[src/rtl/mac_irq_pkg.sv]
package mac_irq_pkg;

   // Number of named interrupt sources
   localparam int unsigned IRQ_SRC_COUNT = 8;

   // Fixed source positions within the status and mask words
   typedef enum logic [2:0] {
      SRC_TX_DONE    = 3'd0,
      SRC_RX_DONE    = 3'd1,
      SRC_MISS_OVF   = 3'd2,
      SRC_RUNT_OVF   = 3'd3,
      SRC_RXCOL_OVF  = 3'd4,
      SRC_COLL_ERR   = 3'd5,
      SRC_BABBLE     = 3'd6,
      SRC_JABBER     = 3'd7
   } irq_src_e;

   // Register selection by address bit
   typedef enum logic {
      REG_STATUS = 1'b0,
      REG_MASK   = 1'b1
   } reg_sel_e;

endpackage

[src/rtl/mac_irq_stat_bit.sv]
module mac_irq_stat_bit (
   input  logic clk,
   input  logic rst_n,
   input  logic evt_i,
   input  logic clr_i,
   output logic stat_o
);

   logic stat_q;

   // Clear on read, but a same-cycle event wins
   always_ff @(posedge clk or negedge rst_n) begin
      if (!rst_n) begin
         stat_q <= 1'b0;
      end else begin
         stat_q <= (stat_q & ~clr_i) | evt_i;
      end
   end

   assign stat_o = stat_q;


   evt_sets_chk: assert property (@(posedge clk) disable iff (!rst_n)
      evt_i |=> stat_o);


   sticky_hold_chk: assert property (@(posedge clk) disable iff (!rst_n)
      (stat_o && !clr_i) |=> stat_o);


   clear_idle_chk: assert property (@(posedge clk) disable iff (!rst_n)
      (clr_i && !evt_i) |=> !stat_o);

endmodule

[src/rtl/mac_irq_mask_reg.sv]
module mac_irq_mask_reg #(
   parameter int unsigned W = 8,
   parameter logic [W-1:0] RST_VAL = '1
) (
   input  logic         clk,
   input  logic         rst_n,
   input  logic         wr_en_i,
   input  logic [W-1:0] wdata_i,
   output logic [W-1:0] mask_o
);

   logic [W-1:0] mask_q;

   always_ff @(posedge clk or negedge rst_n) begin
      if (!rst_n) begin
         mask_q <= RST_VAL;
      end else if (wr_en_i) begin
         mask_q <= wdata_i;
      end
   end

   assign mask_o = mask_q;


   mask_keep_chk: assert property (@(posedge clk) disable iff (!rst_n)
      !wr_en_i |=> $stable(mask_o));

endmodule

[src/rtl/mac_irq_rd_port.sv]
module mac_irq_rd_port
   import mac_irq_pkg::*;
#(
   parameter int unsigned W = 8
) (
   input  logic         clk,
   input  logic         rst_n,
   input  logic         rd_en_i,
   input  reg_sel_e     reg_sel_i,
   input  logic [W-1:0] stat_i,
   input  logic [W-1:0] mask_i,
   output logic [W-1:0] rdata_o
);

   logic [W-1:0] rdata_q;
   logic [W-1:0] rd_mux;

   always_comb begin
      unique case (reg_sel_i)
         REG_STATUS: rd_mux = stat_i;
         REG_MASK:   rd_mux = mask_i;
         default:    rd_mux = '0;
      endcase
   end

   always_ff @(posedge clk or negedge rst_n) begin
      if (!rst_n) begin
         rdata_q <= '0;
      end else if (rd_en_i) begin
         rdata_q <= rd_mux;
      end
   end

   assign rdata_o = rdata_q;


   rdata_hold_chk: assert property (@(posedge clk) disable iff (!rst_n)
      !rd_en_i |=> $stable(rdata_o));

endmodule

[src/rtl/mac_irq_status.sv]
module mac_irq_status
   import mac_irq_pkg::*;
#(
   parameter int unsigned NUM_SRC = IRQ_SRC_COUNT,
   parameter bit          IRQ_REG = 1'b0
) (
   input  logic               clk,
   input  logic               rst_n,
   input  logic [NUM_SRC-1:0] evt_i,
   input  logic               sel_i,
   input  logic               rd_i,
   input  logic               wr_i,
   input  logic               addr_i,
   input  logic [NUM_SRC-1:0] wdata_i,
   output logic [NUM_SRC-1:0] rdata_o,
   output logic               irq_o
);

   localparam int unsigned W = NUM_SRC;
   localparam logic [W-1:0] MASK_RST = {W{1'b1}};

   // Elaboration-time parameter checks
   if (NUM_SRC < IRQ_SRC_COUNT) begin : g_bad_width
      $error("NUM_SRC must cover all named sources");
   end

   reg_sel_e     reg_sel;
   logic         stat_rd;
   logic         mask_wr;
   logic         any_rd;
   logic [W-1:0] stat_vec;
   logic [W-1:0] mask_vec;
   logic [W-1:0] pend_vec;

   assign reg_sel = reg_sel_e'(addr_i);
   assign any_rd  = sel_i & rd_i;
   assign stat_rd = any_rd & (reg_sel == REG_STATUS);
   assign mask_wr = sel_i & wr_i & (reg_sel == REG_MASK);

   for (genvar k = 0; k < W; k++) begin : g_stat
      mac_irq_stat_bit u_bit (
         .clk    (clk),
         .rst_n  (rst_n),
         .evt_i  (evt_i[k]),
         .clr_i  (stat_rd),
         .stat_o (stat_vec[k])
      );
   end

   mac_irq_mask_reg #(
      .W       (W),
      .RST_VAL (MASK_RST)
   ) u_mask (
      .clk     (clk),
      .rst_n   (rst_n),
      .wr_en_i (mask_wr),
      .wdata_i (wdata_i),
      .mask_o  (mask_vec)
   );

   mac_irq_rd_port #(
      .W (W)
   ) u_rd (
      .clk       (clk),
      .rst_n     (rst_n),
      .rd_en_i   (any_rd),
      .reg_sel_i (reg_sel),
      .stat_i    (stat_vec),
      .mask_i    (mask_vec),
      .rdata_o   (rdata_o)
   );

   assign pend_vec = stat_vec & ~mask_vec;

   if (IRQ_REG) begin : g_irq_ff
      logic irq_q;
      always_ff @(posedge clk or negedge rst_n) begin
         if (!rst_n) begin
            irq_q <= 1'b0;
         end else begin
            irq_q <= |pend_vec;
         end
      end
      assign irq_o = irq_q;
   end else begin : g_irq_comb
      assign irq_o = |pend_vec;


      mask_all_quiet_chk: assert property (@(posedge clk) disable iff (!rst_n)
         (mask_vec == MASK_RST) |-> !irq_o);


      irq_needs_pend_chk: assert property (@(posedge clk) disable iff (!rst_n)
         irq_o |-> (stat_vec != '0) && (mask_vec != MASK_RST));
   end


   stat_read_raw_chk: assert property (@(posedge clk) disable iff (!rst_n)
      stat_rd |=> (rdata_o == $past(stat_vec)));


   mask_write_chk: assert property (@(posedge clk) disable iff (!rst_n)
      mask_wr |=> (mask_vec == $past(wdata_i)));


   no_sel_chk: assert property (@(posedge clk) disable iff (!rst_n)
      (!sel_i && evt_i == '0) |=> (stat_vec == $past(stat_vec)));

endmodule

[config.mk]
export PLATFORM = sky130hd
export DESIGN_NAME = mac_irq_status
export DESIGN_NICKNAME = d
export VERILOG_FILES = /design/src/rtl/mac_irq_pkg.sv /design/src/rtl/mac_irq_stat_bit.sv /design/src/rtl/mac_irq_mask_reg.sv /design/src/rtl/mac_irq_rd_port.sv /design/src/rtl/mac_irq_status.sv
export SDC_FILE = /design/constraint.sdc
export NUM_CORES = 1
export LEC_CHECK = 0
export ABC_AREA = 1
export ABC_CLOCK_PERIOD_IN_PS = 1700
export BUFFER_PORTS_ARGS = -buffer_cell sky130_fd_sc_hd__buf_2
export CAP_MARGIN = 40
export CORE_MARGIN = 4
export CORE_UTILIZATION = 54
export CTS_CLUSTER_DIAMETER = 80
export DETAILED_ROUTE_END_ITERATION = 12
export PLACE_DENSITY_LB_ADDON = 0.2
export SYNTH_ARGS = -nofsm -noshare
export SYNTH_HDL_FRONTEND = slang
export SYNTH_SLANG_ARGS = --single-unit
[constraint.sdc]
create_clock -name clk -period 1.7 [get_ports clk]
set_input_delay 0.34 -clock clk [delete_from_list [all_inputs] [get_ports clk]]
set_output_delay 0.34 -clock clk [all_outputs]
set_load 0.03 [all_outputs]
Yosys cells after proc, flatten, opt, wreduce, memory -nomap -nowiden
Cells that the tools add are included.

Muxes and demuxes: 1. Bitwise logic cells: 24. Reductions and logical operators: 1.

Operators with widths (number): $pmux W8 S2 (1); $and A1 B1 Y1 (12); $and A8 B8 Y8 (1); $not A8 Y8 (1); $or A1 B1 Y1 (8); $reduce_or A8 Y1 (1); $not A1 Y1 (2).

Register bits after elaboration: 24. Bits of input ports: 22. Output and inout port bits: 9. Word-level logic and storage cells: 36.

Longest topological paths before layout
Word-level depth: 5. Mapped depth: 6. Depth with buffers taken out: 5.

By module
From an unflattened synthesis, not the netlist that was laid out.

Cells, all modules: 169. Area total of the unflattened synthesis: 1198.6 um^2.

Modules (own cells, without submodules): mac_irq_rd_port (instances 1, cells an instance 68, area an instance 459.2 um^2, seq. area each 200.2 um^2); mac_irq_stat_bit (instances 8, cells an instance 5, area an instance 40.0 um^2, seq. area each 25.0 um^2); mac_irq_mask_reg (instances 1, cells an instance 34, area an instance 315.3 um^2, seq. area each 210.2 um^2); mac_irq_status (instances 1, cells an instance 27, area an instance 103.8 um^2, seq. area each 0.0 um^2).

Worst setup path after synthesis
Ideal clock, no wire load.

Path type: register -> output. Start: register u_mask.mask_q[2] (netlist: u_mask.mask_o[2]). End: output port irq_o. Arrival: 920 ps. Data required time: 1360 ps. Setup slack: 440 ps. Cell stages (with the launch flop): 6. Path buffers: 0. Cells stage by stage: dfstp_2 -> inv_1 -> nand2_1 -> nand2_1 -> nor2_1 -> nand2_1.

Cells in the longest elaborated chain, start to end: 3.

Ends and longest elaborated chain: start, declared (RTL line mac_irq_mask_reg.sv:12) `logic [W-1:0] mask_q;`; start signal, assigned (RTL line mac_irq_mask_reg.sv:18) `mask_q <= wdata_i;`; $not A8 Y8 (RTL line mac_irq_status.sv:73) `assign pend_vec = stat_vec & ~mask_vec;`; $and A8 B8 Y8 (RTL line mac_irq_status.sv:73); $reduce_or A8 Y1 (RTL line mac_irq_status.sv:86) `assign irq_o = |pend_vec;`; end, declared (RTL line mac_irq_status.sv:16) `output logic irq_o`.

No other way between the ends.

Worst setup path in the final report
Start: register u_mask.mask_q[4] (netlist: u_mask.mask_o[4]). End: output port irq_o.

Same word-level chain as after synthesis.

==> flow_results.org <==
** Critical path
- The startpoint identified for the worst register-to-register timing path is u_mask.mask_o[0]$_DFFE_PN1P_.
- Counting stages on the worst path, the most repeated cell is sky130_fd_sc_hd__nand2_1.
- Reg2reg end :: u_rd.rdata_o[0]$_DFFE_PN0P_
- STA classifies the critical path startpoint as a flop.
- Instance count on the critical path :: 6
- CP required :: 1.36 ns
- CP Capture Type :: primary output
- For this design, the slowest cell found on the critical path is sky130_fd_sc_hd__dfstp_2.
- The most critical setup path has its endpoint at irq_o.
- Setup slack of the most critical reg-to-reg path :: 0.81 ns
- The cell family contributing the most delay on the critical path is flip-flops.
- List of cells traversed by the critical path :: inv_1 > nand2_1 > nand2_1 > nor2_1 > nand2_1 > buf_6
- Counting both buffers and inverters, the worst setup path holds a total of 2.
- For the worst flop-to-flop path, the logic depth is 4.
- Highest fanout seen on the critical path :: 2
- Stage delay of the slowest cell on the critical path :: 0.56 ns
- Signal arrival time at the worst endpoint :: 1.34 ns
- The most critical setup path has its startpoint at u_mask.mask_o[4]$_DFFE_PN1P_.
- The critical path is of the reg2out type.

** Pwr
- Internal power comes to 900 uW.
- Portion of total power attributed to sequential cells :: 0.537
- Proportion of total power due to net switching :: 0.306
- Power Dens Cells :: 976 nW/um2
- Leakage power summed over all cells :: 0.758 nW
- Clock Power Share :: 0.229
- VDD sags by at most 0.559 mV.
- Net Switching :: 396 uW
- Relative contribution of combinational cells to total power :: 0.234

** Clocking
- Library cell used as clock root buffer :: sky130_fd_sc_hd__clkbuf_4
- In this run the deepest clock path goes through 2 buffers.
- Cts bufs inserted :: 3
- The tree built by TritonCTS fans out to 24 sinks.
- The number of setup buffers added after CTS is 0.
- Clock tree from TritonCTS :: built
- CTS built an H-tree with a depth of 1.
- Clock latency on the worst-skew pair, taken at its later pin, is 0.31 ns.
- Clock edge transition at the registers on the reported setup and hold paths :: 0.12 ns

** Timing
- Setup slack closes at 0.0186 ns.
- Max-slew headroom :: 0.656
- In the finished design, the share of the clock period the worst path needs comes to 0.989.
- Setup violations remaining at the end of the flow were counted as 0.
- For the pin with the worst max-slew slack, the measured transition is 0.516 ns.
- Total count of hold-check failures in the final report :: 0
- Highest achievable clock rate :: 595 MHz
- On the final layout, the worst clock skew is 0.000983 ns.
- Subtracting the final worst setup slack from the clock period gives 1.68 ns.
- Setup repair after global routing could not meet its margin everywhere.
- The number of pins exceeding their max-slew limit in the final report was 0.
- After routing, the total negative slack on setup checks comes to 0 ns.

** Die
- In this run the horizontal extent of the chip is 53.6 um.
- Core area :: 1960 um2
- 31 I/O pins were placed.
- Vert. Die Dim :: 53.6 um
- Full die area :: 2880 um2
- The initial utilization of the core area, before any placement, comes to 0.573.
- Total number of placement rows :: 16

** Drt
- For this block, the via count after detailed routing is 869.
- For this run, the detailed router's first-pass iteration total came to 4.
- Average vias per placed instance :: 4.70
- Detail-routed net length per standard cell :: 11.4 um
- Drt first-iter violations :: 22
- Number of antenna-violating nets in the routed design :: 0
- Total length of routed wires :: 2110 um
- DRC violations left :: 0

** Logic synthesis
- Largest cells by area after synthesis :: sky130_fd_sc_hd__dfrtp_1 (36%), sky130_fd_sc_hd__dfstp_2 (19%), sky130_fd_sc_hd__nand2_1 (15%)
- Share of the synthesized area in the top cell type :: 0.356
- After synthesis, the netlist uses 14 different library cells.
- Number of flip-flops and latches in the synthesized netlist :: 24
- Cell area after synthesis :: 1120 um2
- Synthesis produced 126 cells.
- Syn Nets :: 148
- A synthesized cell averages 8.93 um2.
- Count of yosys warnings during synthesis :: 0
- Summed over all instances, the cell type with the most area after synthesis is sky130_fd_sc_hd__dfrtp_1.
- Portion of the post-synthesis area used by sequential elements :: 0.543

** GRT
- The first global-routing pass estimated 3660 um of wire.
- Gr ovfl total :: 0
- The number of antenna violations at the first check in global routing was 0.
- Number of global-route vias before repair :: 917
- GR Util All Layers :: 0.180
- Entering global routing, the biggest net connects 25 pins.

** Placed design
- Post-placement worst setup slack :: 0.367 ns
- Routability congestion estimate :: 0.775
- Number of buffers inserted by port buffering :: 30
- HPWL reported at the end of detailed placement :: 1570 um
- In this run, placement finished with an instance count of 180.

** Finish
- Measured on the finished design, the core utilization comes to 0.677.
- From synthesis to final layout, the design area changed by 18.0%.
- Nets@finish :: 181
- Of the cells placed in the final design, the portion with a size suffix greater than 1 is 0.367.
- Final std cells w/o fill :: 185
- 0 antenna diodes ended up in the layout.

** Flow run
- The tool flagged a number of max-cap violations equal to 0.

** Hold path
- Class of the tightest hold or removal check :: in2reg

** Run status
- Run status :: completed
## repair_timing
| item | CTS | global route |
|---|---|---|
| gates resized for setup | 2 | 2 |
| pin swaps | 0 | 3 |
| endpoints found under the setup margin | 1 | 1 |
| cloned | 0 | 0 |
| endpoints found under the hold margin | 16 | 0 |
| hold buffers | 1 | 0 |
## synth_stat cells
| cell | count |
|---|---|
| sky130_fd_sc_hd__nor2_4 | 1 |
| sky130_fd_sc_hd__nor2_2 | 2 |
| sky130_fd_sc_hd__dfrtp_1 | 16 |
| sky130_fd_sc_hd__dfstp_2 | 8 |
| sky130_fd_sc_hd__nand2_1 | 45 |
| sky130_fd_sc_hd__o21bai_1 | 8 |
| sky130_fd_sc_hd__o21ai_0 | 8 |
| sky130_fd_sc_hd__nor2_1 | 8 |
| sky130_fd_sc_hd__buf_6 | 3 |
| sky130_fd_sc_hd__nand3_4 | 1 |
| sky130_fd_sc_hd__inv_1 | 16 |
| sky130_fd_sc_hd__a21oi_2 | 8 |
| sky130_fd_sc_hd__nand2_2 | 1 |
| sky130_fd_sc_hd__inv_2 | 1 |
## through the flow
step | cell area [um2] | power (mW) | hold slack (ns)
2_1_floorplan | 1120 | 0.911 | 0.0444
3_3_place_gp | 1270 | 0.994 | 0.337
3_5_place_dp | 1270 | 1.00 | 0.343
4_1_cts | 1330 | 1.31 | 0.201
5_1_grt | 1330 | 1.38 | 0.210
6_report | 1330 | 1.30 | 0.211
## cell usage in the layout, fill, tap and decap left out
cell type / instances
sky130_fd_sc_hd__inv_1: 14
sky130_fd_sc_hd__nor2_1: 8
sky130_fd_sc_hd__dfstp_2: 8
sky130_fd_sc_hd__nand3_4: 1
sky130_fd_sc_hd__nand2_2: 1
sky130_fd_sc_hd__buf_2: 29
sky130_fd_sc_hd__a21oi_2: 8
sky130_fd_sc_hd__clkbuf_4: 3
sky130_fd_sc_hd__o21bai_1: 8
sky130_fd_sc_hd__clkbuf_8: 1
sky130_fd_sc_hd__o21ai_0: 8
sky130_fd_sc_hd__nor2_2: 2
sky130_fd_sc_hd__dfrtp_1: 16
sky130_fd_sc_hd__nor2_4: 1
sky130_fd_sc_hd__inv_2: 3
sky130_fd_sc_hd__nand2_1: 45
sky130_fd_sc_hd__buf_6: 1
sky130_fd_sc_hd__dlygate4sd3_1: 1
## kinds of logic after synthesis
group                  share of synthesized area
AO/OA/AOI/OAI                              0.151
flip-flops                                 0.543
AND/OR/NAND/NOR                            0.219
buffers and inverters                     0.0868
## registers in the layout, summed over array words and instances (netlist names)
register / flops
g_stat.u_bit.stat_o: 8
u_mask.mask_o: 8
u_rd.rdata_o: 8
## worst min path at each step
stage                         from                                to  slack [ns]  depth (start not counted)
after floorplan              rst_n  g_stat[0].u_bit.stat_o$_DFF_PN0_        0.04                          0
after global placement       rst_n       u_rd.rdata_o[3]$_DFFE_PN0P_        0.34                          1
after detailed placement     rst_n       u_rd.rdata_o[2]$_DFFE_PN0P_        0.34                          1
after CTS                 evt_i[2]  g_stat[2].u_bit.stat_o$_DFF_PN0_        0.20                          2
after global routing      evt_i[2]  g_stat[2].u_bit.stat_o$_DFF_PN0_        0.21                          2
final                     evt_i[6]  g_stat[6].u_bit.stat_o$_DFF_PN0_        0.21                          2
## final cells by class
class / instances / area, um2
fillers: 181 / 634
clock buffers: 4 / 36.3
flip-flops and latches: 24 / 611
inverters: 17 / 63.8
multi-input cells: 82 / 417
well taps: 27 / 33.8
repair buffers: 31 / 166
## power by group through the flow
stage | combinational [mW] | sequential [mW] | clock [mW]
finish | 0.304 | 0.696 | 0.296
global route | 0.343 | 0.704 | 0.328
CTS | 0.307 | 0.694 | 0.309
detailed placement | 0.300 | 0.704 | 0
global placement | 0.294 | 0.700 | 0
floorplan | 0.154 | 0.757 | 0
## per-layer routing
| metal | track usage | vias up | routed length [um] |
|---|---|---|---|
| li1 | - | 450 | - |
| met1 | 0.207 | 382 | 919 |
| met2 | 0.314 | 32 | 998 |
| met3 | 0.0332 | 5 | 151 |
| met4 | 0.0936 | 0 | 40 |
| met5 | 0 | - | 0 |
(Power assumes the default switching activity.)
